$ cat src/rtl/clkmon_pkg.sv
package clkmon_pkg;

  // Register bit positions (software-visible layout)
  localparam int unsigned BIT_DET_EN = 0;
  localparam int unsigned BIT_IRQ_EN = 1;
  localparam int unsigned BIT_SEL    = 2;
  localparam int unsigned BIT_STOP   = 3;
  localparam int unsigned REG_W      = 8;

  // Strobes from the window timer to the edge datapath
  typedef struct packed {
    logic winEnd;
  } winStrobe_t;

  // Per-window decision from the datapath
  typedef struct packed {
    logic valid;
    logic none;
    logic enough;
  } winVerdict_t;

endpackage

$ cat src/rtl/clkmon_ctrl.sv
module clkmon_ctrl
  import clkmon_pkg::*;
#(
  parameter int unsigned WINDOW = 16
) (
  input  logic       clk,
  input  logic       rstN,
  output winStrobe_t strobe
);
  localparam int unsigned WIN_W = (WINDOW > 1) ? $clog2(WINDOW) : 1;
  localparam logic [WIN_W-1:0] WIN_LAST = WIN_W'(WINDOW - 1);

  logic [WIN_W-1:0] winCnt;

  always_ff @(posedge clk) begin
    if (!rstN) begin
      winCnt <= '0;
    end else if (winCnt == WIN_LAST) begin
      winCnt <= '0;
    end else begin
      winCnt <= winCnt + 1'b1;
    end
  end

  always_comb begin
    strobe.winEnd = (winCnt == WIN_LAST);
  end

  // window end strobe never on two consecutive cycles
  a_r4_window_spacing: assert property (@(posedge clk) disable iff (!rstN)
    strobe.winEnd |=> !strobe.winEnd);

endmodule

$ cat src/rtl/clkmon_dp.sv
module clkmon_dp
  import clkmon_pkg::*;
#(
  parameter int unsigned SYNC_STAGES   = 2,
  parameter int unsigned WINDOW        = 16,
  parameter int unsigned RESTART_EDGES = 4
) (
  input  logic        clk,
  input  logic        rstN,
  input  logic        extClk,
  input  winStrobe_t  strobe,
  output winVerdict_t verdict
);
  localparam int unsigned CNT_W = $clog2(WINDOW + 2);

  // syncQ[SYNC_STAGES-1] is the synchronised level, syncQ[SYNC_STAGES] its delayed copy
  logic [SYNC_STAGES:0] syncQ;
  logic                 edgePulse;
  logic [CNT_W-1:0]     edgeCnt;
  logic [CNT_W-1:0]     edgeTotal;

  for (genvar s = 0; s <= SYNC_STAGES; s++) begin : g_sync
    if (s == 0) begin : g_first
      always_ff @(posedge clk) begin
        if (!rstN) syncQ[0] <= 1'b0;
        else       syncQ[0] <= extClk;
      end
    end else begin : g_next
      always_ff @(posedge clk) begin
        if (!rstN) syncQ[s] <= 1'b0;
        else       syncQ[s] <= syncQ[s-1];
      end
    end
  end

  assign edgePulse = syncQ[SYNC_STAGES-1] & ~syncQ[SYNC_STAGES];
  assign edgeTotal = edgeCnt + CNT_W'(edgePulse);

  always_ff @(posedge clk) begin
    if (!rstN) begin
      edgeCnt <= '0;
      verdict <= '0;
    end else if (strobe.winEnd) begin
      edgeCnt        <= '0;
      verdict.valid  <= 1'b1;
      verdict.none   <= (edgeTotal == '0);
      verdict.enough <= (edgeTotal >= CNT_W'(RESTART_EDGES));
    end else begin
      edgeCnt       <= edgeTotal;
      verdict.valid <= 1'b0;
    end
  end

  // a window cannot be both empty and above the restart threshold
  a_r5_verdict_exclusive: assert property (@(posedge clk) disable iff (!rstN)
    verdict.valid |-> !(verdict.none && verdict.enough));

  // one verdict per window
  a_r4_verdict_single: assert property (@(posedge clk) disable iff (!rstN)
    verdict.valid |=> !verdict.valid);

endmodule

$ cat src/rtl/clkmon_regs.sv
module clkmon_regs
  import clkmon_pkg::*;
(
  input  logic             clk,
  input  logic             rstN,
  input  logic             protectEn,
  input  logic             regWr,
  input  logic [REG_W-1:0] regWrData,
  input  winVerdict_t      verdict,
  output logic [REG_W-1:0] regRdData,
  output logic             selQ,
  output logic             stopQ,
  output logic             irqQ
);
  logic detEnQ, irqEnQ;
  logic detEnN, irqEnN, selN, stopN, irqN;
  logic wrOk, hwSwitch;
  logic unusedWrBits;

  assign unusedWrBits = ^regWrData[REG_W-1:BIT_STOP];

  always_comb begin
    wrOk   = regWr & protectEn;
    detEnN = wrOk ? regWrData[BIT_DET_EN] : detEnQ;
    irqEnN = wrOk ? regWrData[BIT_IRQ_EN] : irqEnQ;

    // stop status: updated by window verdicts while detection is on
    stopN = stopQ;
    if (verdict.valid && detEnQ) begin
      if (verdict.none)        stopN = 1'b1;
      else if (verdict.enough) stopN = 1'b0;
    end
    if (!detEnN) stopN = 1'b0;

    // clock select: software may not return to external while stopped
    hwSwitch = verdict.valid & verdict.none & detEnQ & detEnN & irqEnN;
    selN = selQ;
    if (wrOk && (regWrData[BIT_SEL] || !stopQ)) selN = regWrData[BIT_SEL];
    if (hwSwitch) selN = 1'b1;

    irqN = stopN & ~stopQ & detEnN & irqEnN;
  end

  always_ff @(posedge clk) begin
    if (!rstN) begin
      detEnQ <= 1'b0;
      irqEnQ <= 1'b0;
      selQ   <= 1'b0;
      stopQ  <= 1'b0;
      irqQ   <= 1'b0;
    end else begin
      detEnQ <= detEnN;
      irqEnQ <= irqEnN;
      selQ   <= selN;
      stopQ  <= stopN;
      irqQ   <= irqN;
    end
  end

  always_comb begin
    regRdData             = '0;
    regRdData[BIT_DET_EN] = detEnQ;
    regRdData[BIT_IRQ_EN] = irqEnQ;
    regRdData[BIT_SEL]    = selQ;
    regRdData[BIT_STOP]   = stopQ;
  end

  // stop status never set while detection is off
  a_r6_stop_needs_enable: assert property (@(posedge clk) disable iff (!rstN)
    !detEnQ |-> !stopQ);

  // internal select cannot be dropped while stopped
  a_r8_sel_locked: assert property (@(posedge clk) disable iff (!rstN)
    (stopQ && selQ) |=> selQ);

  // a stop raised with both enables set moves to the internal clock
  a_r7_auto_switch: assert property (@(posedge clk) disable iff (!rstN)
    ($rose(stopQ) && detEnQ && irqEnQ) |-> selQ);

  // interrupt is a single-cycle pulse accompanying a set stop flag
  a_r9_irq_single: assert property (@(posedge clk) disable iff (!rstN)
    irqQ |=> !irqQ);
  a_r9_irq_with_stop: assert property (@(posedge clk) disable iff (!rstN)
    irqQ |-> stopQ);

  // enable bits change only after a protected write
  a_r2_protected: assert property (@(posedge clk) disable iff (!rstN)
    !$past(regWr && protectEn) |-> ($stable(irqEnQ) && (detEnQ || $stable(detEnQ))));

endmodule

$ cat src/rtl/clkmon_top.sv
module clkmon_top
  import clkmon_pkg::*;
#(
  parameter int unsigned SYNC_STAGES   = 2,
  parameter int unsigned WINDOW        = 16,
  parameter int unsigned RESTART_EDGES = 4
) (
  input  logic       clk,
  input  logic       rstN,
  input  logic       extClk,
  input  logic       protectEn,
  input  logic       regWr,
  input  logic [7:0] regWrData,
  output logic [7:0] regRdData,
  input  logic       slowOscReq,
  output logic       clkSelInt,
  output logic       stopFlag,
  output logic       irqPulse,
  output logic       slowOscOn
);
  winStrobe_t  strobe;
  winVerdict_t verdict;
  logic        selQ, stopQ, irqQ;

  clkmon_ctrl #(.WINDOW(WINDOW)) ctrl_i (
    .clk    (clk),
    .rstN   (rstN),
    .strobe (strobe)
  );

  clkmon_dp #(
    .SYNC_STAGES   (SYNC_STAGES),
    .WINDOW        (WINDOW),
    .RESTART_EDGES (RESTART_EDGES)
  ) dp_i (
    .clk     (clk),
    .rstN    (rstN),
    .extClk  (extClk),
    .strobe  (strobe),
    .verdict (verdict)
  );

  clkmon_regs regs_i (
    .clk       (clk),
    .rstN      (rstN),
    .protectEn (protectEn),
    .regWr     (regWr),
    .regWrData (regWrData),
    .verdict   (verdict),
    .regRdData (regRdData),
    .selQ      (selQ),
    .stopQ     (stopQ),
    .irqQ      (irqQ)
  );

  assign clkSelInt = selQ;
  assign stopFlag  = stopQ;
  assign irqPulse  = irqQ;
  assign slowOscOn = selQ | slowOscReq;

  // internal select forces the slow oscillator on
  a_r10_slow_forced: assert property (@(posedge clk) disable iff (!rstN)
    clkSelInt |-> slowOscOn);

endmodule

$ cat config.mk
export PLATFORM = sky130hd
export DESIGN_NAME = clkmon_top
export DESIGN_NICKNAME = d
export VERILOG_FILES = /design/src/rtl/clkmon_pkg.sv /design/src/rtl/clkmon_ctrl.sv /design/src/rtl/clkmon_dp.sv /design/src/rtl/clkmon_regs.sv /design/src/rtl/clkmon_top.sv
export SDC_FILE = /design/constraint.sdc
export NUM_CORES = 1
export LEC_CHECK = 0
export ABC_CLOCK_PERIOD_IN_PS = 1800
export BUFFER_PORTS_ARGS = -buffer_cell sky130_fd_sc_hd__buf_4
export CORE_MARGIN = 4
export CORE_UTILIZATION = 48
export CTS_CLUSTER_DIAMETER = 40
export DETAILED_ROUTE_END_ITERATION = 10
export HOLD_SLACK_MARGIN = 0.02
export PLACE_DENSITY = 0.75
export SYNTH_ARGS = -nofsm -noshare
export SYNTH_HDL_FRONTEND = slang
export SYNTH_SLANG_ARGS = --single-unit
$ cat constraint.sdc
create_clock -name clk -period 1.8 [get_ports clk]
set_clock_uncertainty 0.05 [all_clocks]
set_input_delay 0.18 -clock clk [delete_from_list [all_inputs] [get_ports clk]]
set_output_delay 0.18 -clock clk [all_outputs]
set_load 0.02 [all_outputs]
# Word level (Yosys, flattened, before mapping)
# Cells that the tools add are included.
[totals]
rom_bits = 0
output_inout_bits = 12
in_bits = 14
mem_count = 0
mem_bits_rw = 0
ff_bits = 20
latchBits = 0
word_cells = 46
[op_classes]
n_div = 0
n_eq_ne = 1
n_reduce_logical = 7
bitwise = 13
magnitude_cmp = 1
n_addsub = 2
n_mul = 0
mux = 9
shifts = 0
[op_table]
columns = ["op", "n"]
rows = [
  ["AND 1 bit", 9],
  ["two-way mux 1 bit", 9],
  ["adder 5 x 1 -> 5 bit", 1],
  [">= comparator 5 x 3 -> 1 bit (second input constant)", 1],
  ["logical NOT 5 bit", 1],
  ["adder 4 x 1 -> 4 bit (second input constant)", 1],
  ["== test 4 bit (second input constant)", 1],
  ["NOT 1 bit", 3],
  ["logical AND 1 bit", 2],
  ["nonzero test 2 bit", 1],
  ["OR reduction 2 bit", 1],
  ["logical NOT 1 bit", 1],
  ["logical OR 1 bit", 1],
  ["OR 1 bit", 1],
]

# Depth between registers and ports, before layout
[depth]
ltp_word = 7
mapped_depth = 7
mapped_depth_nobuf = 7

# Hierarchy
# A second synthesis with hierarchy kept.
[unflattened]
cells_unflattened = 91
hier_area_um2 = 867.1
[by_module_without_submodules]
columns = ["module", "seq_area_each_um2", "instances", "area_each_um2", "cells_per_inst"]
rows = [
  ["clkmon_dp", 220.2, 1, 422.9, 42],
  ["clkmon_regs", 100.1, 1, 269.0, 32],
  ["clkmon_ctrl", 80.1, 1, 168.9, 16],
  ["clkmon_top", 0.0, 1, 6.3, 1],
]

# Worst setup path before layout
# No wires, ideal clock.
[synth_path]
kind = "register to register"
start = "register dp_i.syncQ[1]"
end = "register, netlist name dp_i.verdict[1]"
n_path_buf = 0
path_slack_ns = 0.220
path_stages_with_launch = 8
t_arrival_ns = 1.413
required_ns = 1.633
setup_ns = 0.117
synth_period_minus_slack_ns = 1.580
cell_sequence = "dfxtp_1 -> nor2b_1 -> ha_1 -> ha_1 -> and2_4 -> a21oi_2 -> o32ai_4 -> a22o_1"
[synth_between]
elab_chain_cells = 3
[synth_rtl]
columns = ["item", "line", "text"]
rows = [
  ["start: declaration", "clkmon_dp.sv:17", "logic [SYNC_STAGES:0] syncQ;"],
  ["start signal: indexed assignment", "clkmon_dp.sv:31", "else syncQ[s] <= syncQ[s-1];"],
  ["AND 1 bit", "clkmon_dp.sv:36", "assign edgePulse = syncQ[SYNC_STAGES-1] & ~syncQ[SYNC_STAGES];"],
  ["adder 5 x 1 -> 5 bit", "clkmon_dp.sv:37", "assign edgeTotal = edgeCnt + CNT_W'(edgePulse);"],
  ["logical NOT 5 bit", "clkmon_dp.sv:46", "verdict.none <= (edgeTotal == '0);"],
]
# No other way between the ends.
# A chain may end at the register's enable or synchronous reset.

# Worst setup path in the final report
[layout_path]
start = "register dp_i.syncQ[1]"
end = "register, netlist name dp_i.verdict[1]"
[layout_between]
elab_chain_cells = 3
[layout_rtl]
columns = ["item", "line"]
rows = [
  ["AND 1 bit", "clkmon_dp.sv:36"],
  ["adder 5 x 1 -> 5 bit", "clkmon_dp.sv:37"],
  ["logical NOT 5 bit", "clkmon_dp.sv:46"],
]
# No other way between the ends.

==> qor.txt <==
status: completed
post-layout min period: 1.65 ns
power per standard cell area: 898 nW/um^2
Overflow after GRT: 0
# DRC: 0
Clk Tree Root Cell: clkbuf_4
instance count on the critical path: 7
PortBufs: 16
Tot GR Track Use: 0.118
reg-to-reg endpoint: dp_i.verdict[1]
Fin. Hold Viols: 0
maxcap violations: 0
RSZ-0062 raised after global routing: no
R2R Setup Slk: 0.15 ns
final worst slack: 0.155 ns
Final setup viols: 0
delay-heaviest family, CP: compound AO/OA/AOI/OAI gates
worst skew pair latency: 0.30 ns
initial antenna violation count: 0
Synth Instances: 85
# diodes: 0
largest net degree at the start of global routing: 13
Buf+Inv Stages, Crit Path: 0
pre-CTS setup slack: 0.129 ns
FP Rows: 14
Syn Std Cell Area: 847 um^2
CTS tree: yes
sequential fraction of the synthesis area: 0.473
Netlist cell types: 30
Leak Pwr: 0.448 nW
CP Cell Sequence: nor2b_2, ha_2, ha_1, and2_4, a21oi_2, o32ai_4, a22o_1
CTS buffer count: 3
Top Ports: 26
drt via density: 4.77
number of global-route vias before repair: 549
first-pass iteration count of the detailed router: 4
Post-Route WL: 1340 um
RD Place Congestion: 0.746
worst path required time: 1.96 ns
Final nets: 117
final slew viol count: 0
Critical R2R Launch: dp_i.syncQ[1]
DR iter-0 viols: 13
Max VDD drop: 0.000628 V
fmax: 0.608 GHz
WP data arrival: 1.80 ns
Mapped Avg Cell Area: 9.97 um^2
#FFs+latches synth: 20
CTS max path bufs: 2
YS warnings: 0
CTS H-Tree Depth: 1
FF-to-FF path depth: 7
Clock Sink Count: 20
Die X: 50.0 um
detailed placer's ending HPWL: 1040 um
layout cell share with drive strength beyond 1: 0.303
Worst Setup Start Kind: flop
slowest cell on the critical path: dfxtp_1
# hold bufs at CTS: 0
Wirelength per Cell: 10.9 um
first-pass GRT wire length: 2260 um
crit path launch: dp_i.syncQ[1]
hold crit path type: in2reg
Worst Path Class, Setup: reg2reg
Die H: 50.0 um
crit share post-route: 0.914
WHS: 0.0293 ns
CP peak stage delay: 0.33 ns
final setup TNS: 0 ns
Routed Antenna Nets: 0
Initial Util: 0.531
Worst-path clk slew: 0.11 ns
Crit. End Element: flop
Syn-to-layout area delta: 18.3%
CP max FO: 4
core area: 1590 um^2
die area: 2500 um^2
Vias: 587
crit path to: dp_i.verdict[1]
how the worst min path moves through the flow:
stage           start            end  slack, ns  depth (start not counted)
2_1_floorplan  extClk  dp_i.syncQ[0]       0.26                          1
3_3_place_gp   extClk  dp_i.syncQ[0]       0.34                          2
3_5_place_dp   extClk  dp_i.syncQ[0]       0.34                          2
4_1_cts        extClk  dp_i.syncQ[0]       0.03                          2
5_1_grt        extClk  dp_i.syncQ[0]       0.03                          2
6_report       extClk  dp_i.syncQ[0]       0.03                          2
sequential cells by signal, indices dropped and copies added, names as in the netlist:
| name | count |
|---|---|
| regs_i.irqEnQ | 1 |
| dp_i.syncQ | 3 |
| ctrl_i.winCnt | 4 |
| regs_i.stopQ | 1 |
| dp_i.edgeCnt | 5 |
| regs_i.irqQ | 1 |
| regs_i.detEnQ | 1 |
| dp_i.verdict | 3 |
| regs_i.selQ | 1 |
report_power, final:
group          switching, mW  leakage (nW)  internal [mW]
logic                 0.0394         0.258         0.0342
registers            0.00818         0.163          0.456
clock network          0.137        0.0279          0.225
total                  0.185         0.448          0.715
per-layer routing:
metal	share of wire	wire length, um	global-route usage	vias to the layer above
met2	0.47	632	0.185	10
met3	0.037	49	0.0271	5
met1	0.46	612	0.141	271
li1	-	-	-	301
met5	0	0	0	-
met4	0.029	39	0.0829	0
stage by stage:
stage                     instance area, um^2  power, mW  instances   util
after global placement                    945      0.545        119  0.593
final                                    1000      0.900        123  0.629
after CTS                                 997      0.906        123  0.626
after global routing                     1000      0.934        123  0.629
after detailed placement                  945      0.547        119  0.593
after floorplan                           858      0.528         88      -
worst register-to-register path, cell delays in order, from the launching register on:
cell and delay [ns]:
dfxtp_1 0.33, nor2b_2 0.15, ha_2 0.19, ha_1 0.22, and2_4 0.17, a21oi_2 0.18, o32ai_4 0.10, a22o_1 0.18
timing repair:
item,4_1_cts,5_1_grt
setup endpoints to repair,0,1
buffers inserted,0,0
gates resized for setup,0,2
area by class of cell:
| class | instances | area [um^2] |
|---|---|---|
| Clock buffer | 3 | 22.5 |
| Tap cell | 24 | 30.0 |
| Sequential cell | 20 | 400 |
| Inverter | 3 | 11.3 |
| Fill cell | 136 | 592 |
| Timing Repair Buffer | 16 | 120 |
| Clock inverter | 1 | 30.0 |
| Multi-Input combinational cell | 56 | 388 |
synthesized netlist by cell type (all sizes together):
| cell | count | share of area |
|---|---|---|
| inv | 3 | 0.013 |
| mux2i | 1 | 0.012 |
| nand3 | 6 | 0.035 |
| nor4 | 1 | 0.015 |
| a21oi | 2 | 0.016 |
| buf | 8 | 0.071 |
| o21a | 1 | 0.0089 |
| mux2 | 1 | 0.013 |
| nand4 | 1 | 0.0074 |
| a31oi | 1 | 0.0074 |
| clkbuf | 1 | 0.0044 |
| ha | 3 | 0.044 |
| and2 | 5 | 0.040 |
| nand2 | 7 | 0.037 |
| xnor2 | 2 | 0.021 |
| nor2 | 8 | 0.035 |
| o32ai | 2 | 0.052 |
| o21ai | 1 | 0.0059 |
| dfxtp | 20 | 0.47 |
| conb | 1 | 0.0044 |
| or2 | 1 | 0.0074 |
| nor2b | 1 | 0.0074 |
| nor3 | 1 | 0.0059 |
| and3 | 3 | 0.022 |
| a22o | 1 | 0.010 |
| xor2 | 3 | 0.031 |
layout by cell type (no fill, tap or decap), drive strengths merged:
cell / instances
a21oi: 2
a22o: 1
a31oi: 1
and2: 5
and3: 3
buf: 16
bufinv: 1
clkbuf: 3
conb: 4
dfxtp: 20
ha: 3
inv: 3
mux2: 1
mux2i: 1
nand2: 7
nand3: 6
nand4: 1
nor2: 8
nor2b: 1
nor3: 1
nor4: 1
o21a: 1
o21ai: 1
o32ai: 2
or2: 1
xnor2: 2
xor2: 3
cells by family (layout without fill, tap and decap cells):
| kind of cell | Yosys count | count (layout) | share of synthesized area |
|---|---|---|---|
| and+or+nand+nor | 34 | 34 | 0.213 |
| DFF | 20 | 20 | 0.473 |
| buffers and inverters | 12 | 23 | 0.0886 |
| AOI/OAI and AO/OA | 8 | 8 | 0.100 |
| xor gates and xnor gates | 5 | 5 | 0.0517 |
| adders and majority gates | 3 | 3 | 0.0443 |
| muxes | 2 | 2 | 0.0251 |
| other | 1 | 4 | 0.00443 |
No activity file was read; power rests on OpenSTA's default activity.
